$ cat config.mk
export PLATFORM = sky130hd
export DESIGN_NAME = tap_chain_ctl
export DESIGN_NICKNAME = d
export VERILOG_FILES = /design/src/rtl/tap_chain_ctl.sv
export SDC_FILE = /design/constraint.sdc
export NUM_CORES = 1
export LEC_CHECK = 0
export CAP_MARGIN = 10
export CORE_MARGIN = 2
export CORE_UTILIZATION = 50
export DETAILED_ROUTE_END_ITERATION = 7
export PLACE_DENSITY_LB_ADDON = 0.12
export RECOVER_POWER = 50
export SYNTH_ARGS = -nofsm -noshare
export SYNTH_HDL_FRONTEND = slang
export SYNTH_SLANG_ARGS = --single-unit
export TNS_END_PERCENT = 5
$ cat constraint.sdc
create_clock -name tck -period 2.25 [get_ports tck]
set_input_delay 0.5625 -clock tck [delete_from_list [all_inputs] [get_ports tck]]
set_output_delay 0.5625 -clock tck [all_outputs]
set_load 0.02 [all_outputs]
$ cat src/rtl/tap_chain_ctl.sv
module tap_chain_ctl #(
  parameter int NCHAIN = 4,
  parameter int CHW = 4,
  parameter int IDW = 32,
  parameter logic [IDW-1:0] IDVAL = 32'h0F0F0F0F,
  parameter logic [CHW-1:0] BOUND_ID = 4'd3
) (
  input  logic              tck,
  input  logic              trst_n,
  input  logic              sys_rst_n,
  input  logic              tms,
  input  logic              tdi,
  output logic              tdo,
  output logic              tdo_en,
  input  logic [NCHAIN-1:0] chain_tdo,
  output logic [NCHAIN-1:0] chain_sel,
  output logic [NCHAIN-1:0] chain_capture,
  output logic [NCHAIN-1:0] chain_shift,
  output logic [NCHAIN-1:0] chain_update,
  output logic [NCHAIN-1:0] test_mode
);
  localparam int IRW = 4;
  localparam logic [IRW-1:0] OP_EXT = 4'b0000;
  localparam logic [IRW-1:0] OP_SEL = 4'b0010;
  localparam logic [IRW-1:0] OP_SMP = 4'b0011;
  localparam logic [IRW-1:0] OP_ID  = 4'b1110;

  typedef enum logic [3:0] {
    TLR, RTI, SEL_DR, CAP_DR, SH_DR, EX1_DR, PS_DR, EX2_DR, UPD_DR,
    SEL_IR, CAP_IR, SH_IR, EX1_IR, PS_IR, EX2_IR, UPD_IR
  } tap_st_t;

  tap_st_t st, nx;
  logic [IRW-1:0] ir, ir_sh;
  logic [IDW-1:0] id_sh;
  logic [CHW-1:0] cs, cs_sh;
  logic by_sh, so, tdo_q, oe_q;

  always_comb begin
    case (st)
      TLR:     nx = tms ? TLR    : RTI;
      RTI:     nx = tms ? SEL_DR : RTI;
      SEL_DR:  nx = tms ? SEL_IR : CAP_DR;
      CAP_DR:  nx = tms ? EX1_DR : SH_DR;
      SH_DR:   nx = tms ? EX1_DR : SH_DR;
      EX1_DR:  nx = tms ? UPD_DR : PS_DR;
      PS_DR:   nx = tms ? EX2_DR : PS_DR;
      EX2_DR:  nx = tms ? UPD_DR : SH_DR;
      UPD_DR:  nx = tms ? SEL_DR : RTI;
      SEL_IR:  nx = tms ? TLR    : CAP_IR;
      CAP_IR:  nx = tms ? EX1_IR : SH_IR;
      SH_IR:   nx = tms ? EX1_IR : SH_IR;
      EX1_IR:  nx = tms ? UPD_IR : PS_IR;
      PS_IR:   nx = tms ? EX2_IR : PS_IR;
      EX2_IR:  nx = tms ? UPD_IR : SH_IR;
      UPD_IR:  nx = tms ? SEL_DR : RTI;
      default: nx = TLR;
    endcase
  end

  always_ff @(posedge tck or negedge trst_n)
    if (!trst_n) st <= TLR;
    else st <= nx;

  always_ff @(posedge tck or negedge trst_n)
    if (!trst_n) begin
      ir <= OP_ID;
      ir_sh <= '0;
    end else begin
      case (st)
        TLR:     ir <= OP_ID;
        CAP_IR:  ir_sh <= 4'b0001;
        SH_IR:   ir_sh <= {tdi, ir_sh[IRW-1:1]};
        UPD_IR:  ir <= ir_sh;
        default: ;
      endcase
    end

  wire is_ext = (ir == OP_EXT);
  wire is_sel = (ir == OP_SEL);
  wire is_id = (ir == OP_ID);
  wire chain_ir = is_ext || (ir == OP_SMP);
  wire chain_ok = int'(cs) < NCHAIN;
  wire cs_rst_n = trst_n & sys_rst_n;

  always_ff @(posedge tck or negedge trst_n)
    if (!trst_n) begin
      id_sh <= '0;
      by_sh <= 1'b0;
      cs_sh <= '0;
    end else if (st == CAP_DR) begin
      id_sh <= IDVAL;
      by_sh <= 1'b0;
      cs_sh <= cs;
    end else if (st == SH_DR) begin
      id_sh <= {tdi, id_sh[IDW-1:1]};
      by_sh <= tdi;
      cs_sh <= {tdi, cs_sh[CHW-1:1]};
    end

  always_ff @(posedge tck or negedge cs_rst_n)
    if (!cs_rst_n) cs <= BOUND_ID;
    else if (st == TLR) cs <= BOUND_ID;
    else if (st == UPD_DR && is_sel) cs <= cs_sh;

  for (genvar i = 0; i < NCHAIN; i++) begin : g_sel
    assign chain_sel[i] = chain_ok && (cs == CHW'(i));
  end

  assign chain_capture = chain_sel & {NCHAIN{chain_ir && st == CAP_DR}};
  assign chain_shift   = chain_sel & {NCHAIN{chain_ir && st == SH_DR}};
  assign chain_update  = chain_sel & {NCHAIN{chain_ir && st == UPD_DR}};
  assign test_mode     = chain_sel & {NCHAIN{is_ext}};

  wire chain_rx = |(chain_tdo & chain_sel);

  always_comb begin
    if (st == SH_IR) so = ir_sh[0];
    else if (st != SH_DR) so = 1'b0;
    else if (is_id) so = id_sh[0];
    else if (is_sel) so = cs_sh[0];
    else if (chain_ir && chain_ok) so = chain_rx;
    else so = by_sh;
  end

  always_ff @(negedge tck or negedge trst_n)
    if (!trst_n) begin
      tdo_q <= 1'b0;
      oe_q <= 1'b0;
    end else begin
      tdo_q <= so;
      oe_q <= (st == SH_IR) || (st == SH_DR);
    end

  assign tdo = tdo_q;
  assign tdo_en = oe_q;

  a_r1_tlr_hold: assert property (@(posedge tck) disable iff (!trst_n)
    (st == TLR && tms) |=> (st == TLR));
  a_r3_ir_update_only: assert property (@(posedge tck) disable iff (!trst_n)
    (st != UPD_IR && st != TLR) |=> $stable(ir));
  a_r6_cs_update_only: assert property (@(posedge tck) disable iff (!trst_n || !sys_rst_n)
    (st != UPD_DR && st != TLR) |=> $stable(cs));
  a_r7_tlr_boundary: assert property (@(posedge tck) disable iff (!trst_n)
    (st == TLR) |=> (cs == BOUND_ID));
  a_r8_tm_extest: assert property (@(posedge tck) disable iff (!trst_n)
    (|test_mode) |-> (ir == OP_EXT && $onehot0(test_mode)));
  a_r10_oe_shift: assert property (@(posedge tck) disable iff (!trst_n)
    tdo_en == (st == SH_IR || st == SH_DR));
endmodule

Word-level counts from Yosys, hierarchy flattened
Index checks and enable logic that the tools add are counted.
{ "word_totals": {"reg_bits": 55, "in_bits": 9, "output_inout_bits": 22, "word_cells": 88} }
{ "classes": {"magnitude_cmp": 1, "eq_ne": 22, "muxes": 28, "bitwise": 6, "n_reduce_logical": 22} }
{ "ops": {"columns": ["cell", "count"], "rows": [
  ["two-way mux 32 bit", 2],
  ["one-hot mux 4 bit (12 select lines)", 1],
  ["== test 4 bit (second input constant)", 9],
  ["two-way mux 4 bit", 8],
  ["== test 4 x 2 -> 1 bit (second input constant)", 6],
  ["bitwise AND 4 bit", 5],
  ["== test 4 x 3 -> 1 bit (second input constant)", 4],
  ["one-hot mux 4 bit (2 select lines)", 2],
  ["logical NOT 4 bit", 3],
  ["two-way mux 1 bit", 10],
  ["logical AND 1 bit", 9],
  ["== test 4 x 1 -> 1 bit (second input constant)", 2],
  ["nonzero test 2 bit", 4],
  ["two-way mux 2 bit", 3],
  ["two-way mux 3 bit", 2],
  ["< comparator 4 x 3 -> 1 bit (second input constant)", 1],
  ["!= test 4 x 3 -> 1 bit (second input constant)", 1],
  ["OR reduction 2 bit", 2],
  ["OR reduction 4 bit", 1],
  ["OR reduction 3 bit", 1],
  ["logical OR 1 bit", 2],
  ["bitwise AND 1 bit", 1]
]} }

Depth between registers and ports, before layout
Gate-level depths: netlist of the first run.
{ "logic_depth": {"ltp_word": 9, "mapped_depth": 6, "ltp_nobuf": 4} }

==> summary.md, run 1 <==
| Metric | Value |
|---|---|
| Status | finished, violations left |
| Failing checks | setup timing |
| TritonRoute pass-1 iters | 4 |
| Layout Cells excl Fill | ~430 |
| Port bufs | 30 |
| Fin util | a little under two thirds |
| CP required | about 1.3 ns |
| Setup TNS | -1.497 ns |
| Antenna violations before repair | 0 |
| Antenna Cells | 0 |
| Post-synthesis net count | about 320 |
| Pins Over Slew Limit | 0 |
| Die Ht | 76.61 um |
| Remaining global-route overflow | 0 |
| Clock root buffer | clkbuf_8 |
| Area of the die | 5869 um2 |
| P_leak | between 1.5 and 2 nW |
| Routability cong. | between 0.8 and 0.9 |
| Data arrival, critical path | approximately 1.8 ns |
| H-tree levels | 2 |
| Vias in the first global route | between 2,000 and 2,500 |
| Vias per cell | about 5.3 |
| Hold WS | 0.3331 ns |
| Avg WL per Cell | around 14 um |
| Worst-Skew Late Latency | about 0.32 ns |
| Final WL | around 6000 um |
| Dpl ws | -0.8948 ns |
| Detailed Route Iter0 Violations | ~170 |
| EDFF count, synth | 0 |
| Clock transition at path regs | 0.09 ns |
| Final Cell Area | about 3300 um2 |
| # IOs | 31 |
| Core area | 5107 um2 |
| Worst-Margin Slew | roughly 1.2 ns |
| Clk_skew | 0.01086 ns |
| Initial Util | 51.62% |
| DRC errors left | 0 |
| Setup crit start | cs[1] |
| Setup CP Type | flop to flop |
| Cell area after synthesis | approximately 2600 um2 |
| Vias | between 2,000 and 2,500 |
| Post-synthesis cell count | just over 300 |
| Worst-case clock buffer depth | 2 |
| Sink Count | 54 |
| Row cnt | 26 |
| Synth async-reset ratio | 100.0% |
| Worst hold path type | input pin to asynchronous set/reset pin |
| DRT antenna net count | 0 |
| Count of final hold-check violations | 0 |
| Total CTS buffers | 5 |
| Pin count of the biggest net entering global routing | 49 |
| RSZ-0062 raised after global routing | yes |
| CTS Hold Bufs | 0 |
| PwrDens | ~1200 nW/um2 |
| Layout cell share with drive strength beyond 1 | between 20% and 30% |
| Worst reg2reg path startpoint | cs[1] |
| Max-Cap Viols | 0 |
| Pwr Total | between 3 and 4 mW |
| Synthesis-to-layout area growth | 23.68% |
| Worst Path Max Fanout | 3 |
| Final worst setup slack | -0.5344 ns |
| Crit end category | flop |
| Die width | roughly 77 um |
| Global-route wire length before repair | between 10,000 and 15,000 um |
| Setup crit start kind | flop |
| Mapped Avg Cell Area | between 8 and 9 um2 |
| Dpl hpwl | approximately 4200 um |
| Fin nets | 366 |
| # setup viols final | 10 |
| Post-synthesis sequential area ratio | between 50% and 60% |
| Slew HR | around 22% |
| Distinct cell type count after synthesis | between 40 and 50 |
| Total GRT Usage | between 20% and 30% |
| Maximum VDD drop | 0.7987 mV |
| Placed instance count | 420 |
| Synth Register Bits | between 50 and 60 |
| Synth Warn # | 0 |
| Placed Area | about 3200 um2 |
| Ys flop type | dfrtp_1 |
| CTS tree | done |
[path summary, 6_finish.rpt]
path / to / slack (ns) / depth (start not counted)
hold reg to reg: id_sh[9] / 0.50 / 2
setup reg to reg: tdo / -0.53 / 4
max in group asynchronous: cs_sh[3] / 0.84 / 2
min in group tck: id_sh[9] / 0.50 / 2
hold / removal: cs[3] / 0.33 / 2
setup / recovery: tdo / -0.53 / 4
[registers in the layout, summed over array words and instances, names as in the netlist]
name,cells
id_sh,32
ir_sh,4
cs_sh,4
tdo_en,1
cs,4
tdo,1
ir,4
st,4
[routing by layer]
layer | routed length [um] | up-vias | global-route usage (%)
met5 | 0 | - | 0
met4 | 61 | 0 | 5.455
met2 | 2762 | 53 | 34.16
li1 | - | 1132 | -
met3 | 263 | 6 | 4.028
met1 | 2893 | 1082 | 32.94
[cells in the mapped netlist (3+ instances only)]
| cell | count | area share (%) |
|---|---|---|
| nand2_1 | 90 | 13 |
| inv_1 | 9 | 1.3 |
| o21ai_0 | 12 | 2.3 |
| nand2b_1 | 3 | 0.71 |
| nor2_1 | 24 | 3.4 |
| nor3_1 | 6 | 1.1 |
| buf_2 | 8 | 1.5 |
| a22oi_1 | 4 | 1.1 |
| nand3_1 | 21 | 4.0 |
| a21oi_1 | 27 | 5.1 |
| a31oi_1 | 4 | 0.95 |
| nor2b_1 | 3 | 0.71 |
| dfstp_2 | 5 | 5.0 |
| dfrtp_1 | 47 | 45 |
| clkbuf_1 | 8 | 1.1 |
[timing repair]
action | 4_1_cts | 5_1_grt
setup endpoints to repair | 24 | 20
pin swaps | 7 | 2
gates resized for setup | 99 | 13
setup buffers | 0 | 0
hold endpoints to repair | 0 | 0
[placed cells by master (no fill, tap or decap), drive strengths merged, types with 2 or more instances in the layout]
cell and count:
o22a 2, a22oi 4, nor3 7, o21ai 13, dfrtp 47, or3 2
nor2 24, or3b 2, dfstp 5, a21oi 27, clkbuf 11, nand3 21
inv 10, a31oi 4, a221oi 2, dlygate4sd3 2, buf 47, dfrtn 2
clkdlybuf4s50 3, nand2 91, dlygate4sd2 3, mux2i 2, a22o 2, nor2b 3
nor4b 2, nand2b 3, mux2 2
[power by group]
part / internal (mW) / switching (mW) / total [mW]
registers: 1.38 / 0.237 / 1.62
logic: 0.697 / 0.945 / 1.64
clock network: 0.366 / 0.333 / 0.699
total: 2.44 / 1.52 / 3.96
[kinds of logic (layout without fill, tap and decap cells)]
logic type             Yosys count  after routing  synth area share, %
flip-flops                      54             54                51.50
buffers and inverters           29             78                5.363
AND/OR/NAND/NOR                161            161                27.58
multiplexers                     4              4                1.614
XOR/XNOR                         1              1               0.3323
AO/OA/AOI/OAI                   60             60                13.62
[area by class of cell]
class,count,area [um2]
Fill cell,448,1847
Sequential cell,54,1358
Multi-Input combinational cell,226,1190
Timing Repair Buffer,61,470.5
Tap cell,70,87.58
Clock buffer,6,82.58
Clock inverter,2,38.79
Inverter,9,33.78
[worst max-delay path, cell delays in order, from the launching register on]
cell and delay [ns]:
dfstp_2 0.57, mux2_4 0.31, o2bb2ai_2 0.12, mux2_4 0.25, a211o_1 0.25
Note: power is estimated with default switching activity, not from simulation.
==> run 2, diff against run 1 <==
--- a/config.mk
+++ b/config.mk
@@ -9,6 +9,7 @@
 export CORE_MARGIN = 2
 export CORE_UTILIZATION = 50
 export DETAILED_ROUTE_END_ITERATION = 7
+export GPL_ROUTABILITY_DRIVEN = 0
 export PLACE_DENSITY_LB_ADDON = 0.12
 export RECOVER_POWER = 50
 export SYNTH_ARGS = -nofsm -noshare
==> results of run 2 <==
Final layout, timing and power as in run 1 (identical DEF).
==> run 3, diff against run 2 <==
--- a/config.mk
+++ b/config.mk
@@ -10,6 +10,7 @@
 export CORE_UTILIZATION = 50
 export DETAILED_ROUTE_END_ITERATION = 7
 export GPL_ROUTABILITY_DRIVEN = 0
+export MAX_ROUTING_LAYER = met4
 export PLACE_DENSITY_LB_ADDON = 0.12
 export RECOVER_POWER = 50
 export SYNTH_ARGS = -nofsm -noshare
==> run 3 against run 2 <==
Effect of this change:
- the run still ends with setup timing left
- first-iteration DRC count down 1.1%
- cell count stayed put
- sequential power hardly changed
==> summary.md, run 3 (same netlist as run 1, synthesis figures left out) <==
| Metric | Value |
|---|---|
| Clk_skew | 0.009029 ns (was 0.01086 ns) |
| FILL cells | 448 (unchanged) |
| Most frequent cells in the layout | nand2_1, dfrtp_1, buf_4 (unchanged) |
| Hold WS | 0.3350 ns (was 0.3331 ns) |
| Met2 WL | 2778 um (was 2762 um) |
| Fin nets | 366 (unchanged) |
| Remaining global-route overflow | 0 (unchanged) |
| Antenna Cells | 0 (unchanged) |
| Layout Cells excl Fill | 428 (unchanged) |
| Setup bufs post-CTS | 0 (unchanged) |
| Maximum VDD drop | 0.7868 mV (was 0.7987 mV) |
| Setup CP Type | flop to flop (unchanged) |
| PwrDens | 1209 nW/um2 (was 1214 nW/um2) |
| Worst-Margin Slew | 1.174 ns (was 1.175 ns) |
| Pin count of the biggest net entering global routing | 49 (unchanged) |
| Worst-Skew Late Latency | 0.31 ns (was 0.32 ns) |
| Core area | 5107 um2 (unchanged) |
| Multi-input logic area | 1190 um2 (unchanged) |
| CTS tree | done (unchanged) |
| TritonRoute pass-1 iters | 4 (unchanged) |
| Total CTS buffers | 5 (unchanged) |
| CP max-delay cell | dfstp_2 (unchanged) |
| Area of the die | 5869 um2 (unchanged) |
| R2R Setup Slk | -0.53 ns (about the same) |
| Fin util | 63.77% (was 63.84%) |
| Critical path's most frequent cell | mux2_4 (unchanged) |
| Met3 WL | 250 um (was 263 um) |
| M1 wire length | 2837 um (was 2893 um) |
| Setup crit start | cs[1] (unchanged) |
| Die width | 76.61 um (unchanged) |
| Port bufs | 30 (unchanged) |
| R2R depth | 4 (unchanged) |
| CP max stage delay | 0.57 ns (about the same) |
| Final WL | 5930 um (was 5980 um) |
| Worst-case clock buffer depth | 2 (unchanged) |
| Setup crit start kind | flop (unchanged) |
| DRT antenna net count | 0 (unchanged) |
| Vias | 2,267 (was 2,273) |
| Synthesis-to-layout area growth | 23.54% (was 23.68%) |
| Worst path bufs/invs | 0 (unchanged) |
| Clock root buffer | clkbuf_8 (unchanged) |
| Sink Count | 54 (unchanged) |
| Most common cell after layout, fill and taps aside | nand2_1 (unchanged) |
| CTS Hold Bufs | 0 (unchanged) |
| Row cnt | 26 (unchanged) |
| Critical path destination | tdo (unchanged) |
| Biggest register | id_sh (unchanged) |
| # setup viols final | 10 (unchanged) |
| Detailed Route Iter0 Violations | 172 (was 174) |
| Max layer used | met4 (unchanged) |
| Die Ht | 76.61 um (unchanged) |
| Worst Path Max Fanout | 3 (unchanged) |
| Pwr Total | 3.937 mW (was 3.958 mW) |
| Vias in the first global route | 2,151 (was 2,148) |
| RSZ-0062 raised after global routing | yes (unchanged) |
| Reg area | 1358 um2 (unchanged) |
| Initial Util | 51.62% (unchanged) |
| Max reg flops | 32 (unchanged) |
| Global-route wire length before repair | 10,460 um (was 10,480 um) |
| Failing checks | setup timing (unchanged) |
| Worst reg2reg path startpoint | cs[1] (unchanged) |
| Slew HR | 21.74% (was 21.65%) |
| Total GRT Usage | 22.72% (was 22.28%) |
| Pins Over Slew Limit | 0 (unchanged) |
| Reg2reg end | tdo (unchanged) |
| Data arrival, critical path | 1.81 ns (was 1.82 ns) |
| CP required | 1.28 ns (about the same) |
| Avg WL per Cell | 13.86 um (was 13.97 um) |
| Count of final hold-check violations | 0 (unchanged) |
| Crit path depth | 4 (unchanged) |
| DRC errors left | 0 (unchanged) |
| Layout cell share with drive strength beyond 1 | 22.63% (was 22.91%) |
| Vias per cell | 5.297 (was 5.311) |
| Antenna violations before repair | 0 (unchanged) |
| Crit end category | flop (unchanged) |
| Dpl hpwl | 4199 um (unchanged) |
| Final worst setup slack | -0.5321 ns (was -0.5344 ns) |
| Family with the most delay on the worst path | flip-flops (unchanged) |
| Clock transition at path regs | 0.09 ns (about the same) |
| Dpl ws | -0.8948 ns (unchanged) |
| Worst hold path type | input pin to asynchronous set/reset pin (unchanged) |
| Placed instance count | 420 (unchanged) |
| Critical-path cell list | mux2_4, o2bb2ai_2, mux2_4, a211o_1 (unchanged) |
| Status | finished, violations left (unchanged) |
| P_leak | 1.537 nW (was 1.541 nW) |
| Max-Cap Viols | 0 (unchanged) |
| # IOs | 31 (unchanged) |
| H-tree levels | 2 (unchanged) |
run 3: changes by cell type in the layout (fill, tap and decap cells not counted), sizes merged:
cell    previous run  this run
clkbuf            11        12
buf               47        46
run 3: worst min path at each step:
| stage | cells past startpoint | from | end | slack (ns) |
|---|---|---|---|---|
| 2_1_floorplan | 0 | trst_n | cs_sh[0] | 0.27 |
| 3_3_place_gp | 2 | id_sh[18] | id_sh[17] | 0.47 |
| 3_5_place_dp | 2 | id_sh[26] | id_sh[26] | 0.48 |
| 4_1_cts | 2 | trst_n | cs[3] | 0.24 |
| 5_1_grt | 2 | trst_n | cs[3] | 0.40 |
| 6_report | 2 | trst_n | cs[3] | 0.33 |
run 3: what timing repair did:
action                                  4_1_cts  5_1_grt
gates resized for setup                      99       13
pin swaps                                     7        1
endpoints found under the setup margin       24       20
run 3: power by group:
group	leakage, nW	internal [mW]	total (mW)	switching (mW)
clock network	0.0618	0.366	0.691	0.325
registers	0.670	1.38	1.62	0.239
logic	0.805	0.690	1.63	0.938
total	1.54	2.43	3.94	1.50
run 3: stage by stage:
stage	area, um2	setup TNS, ns
after floorplan	2650	-0.7614
after global placement	3152	-3.996
after detailed placement	3152	-4.275
after CTS	3263	-1.624
after global routing	3257	-2.211
final	3257	-1.483
run 3: worst reg2reg max path: stages, from the launching register on:
cell and delay (ns):
dfstp_2 0.57, mux2_4 0.31, o2bb2ai_2 0.12, mux2_4 0.25, a211o_1 0.26
run 3: area by class of cell:
type,instances,share of cell area (%)
Sequential cell,54,41.68
Multi-Input combinational cell,226,36.53
Timing Repair Buffer,61,14.33
Tap cell,70,2.689
Clock buffer,6,2.536
Clock inverter,2,1.191
Inverter,9,1.037
run 3: layer usage:
layer	vias up	track usage [%]
li1	1134	-
met1	1082	32.32
met2	46	34.42
met3	5	3.673
met4	0	5.455
met5	-	-
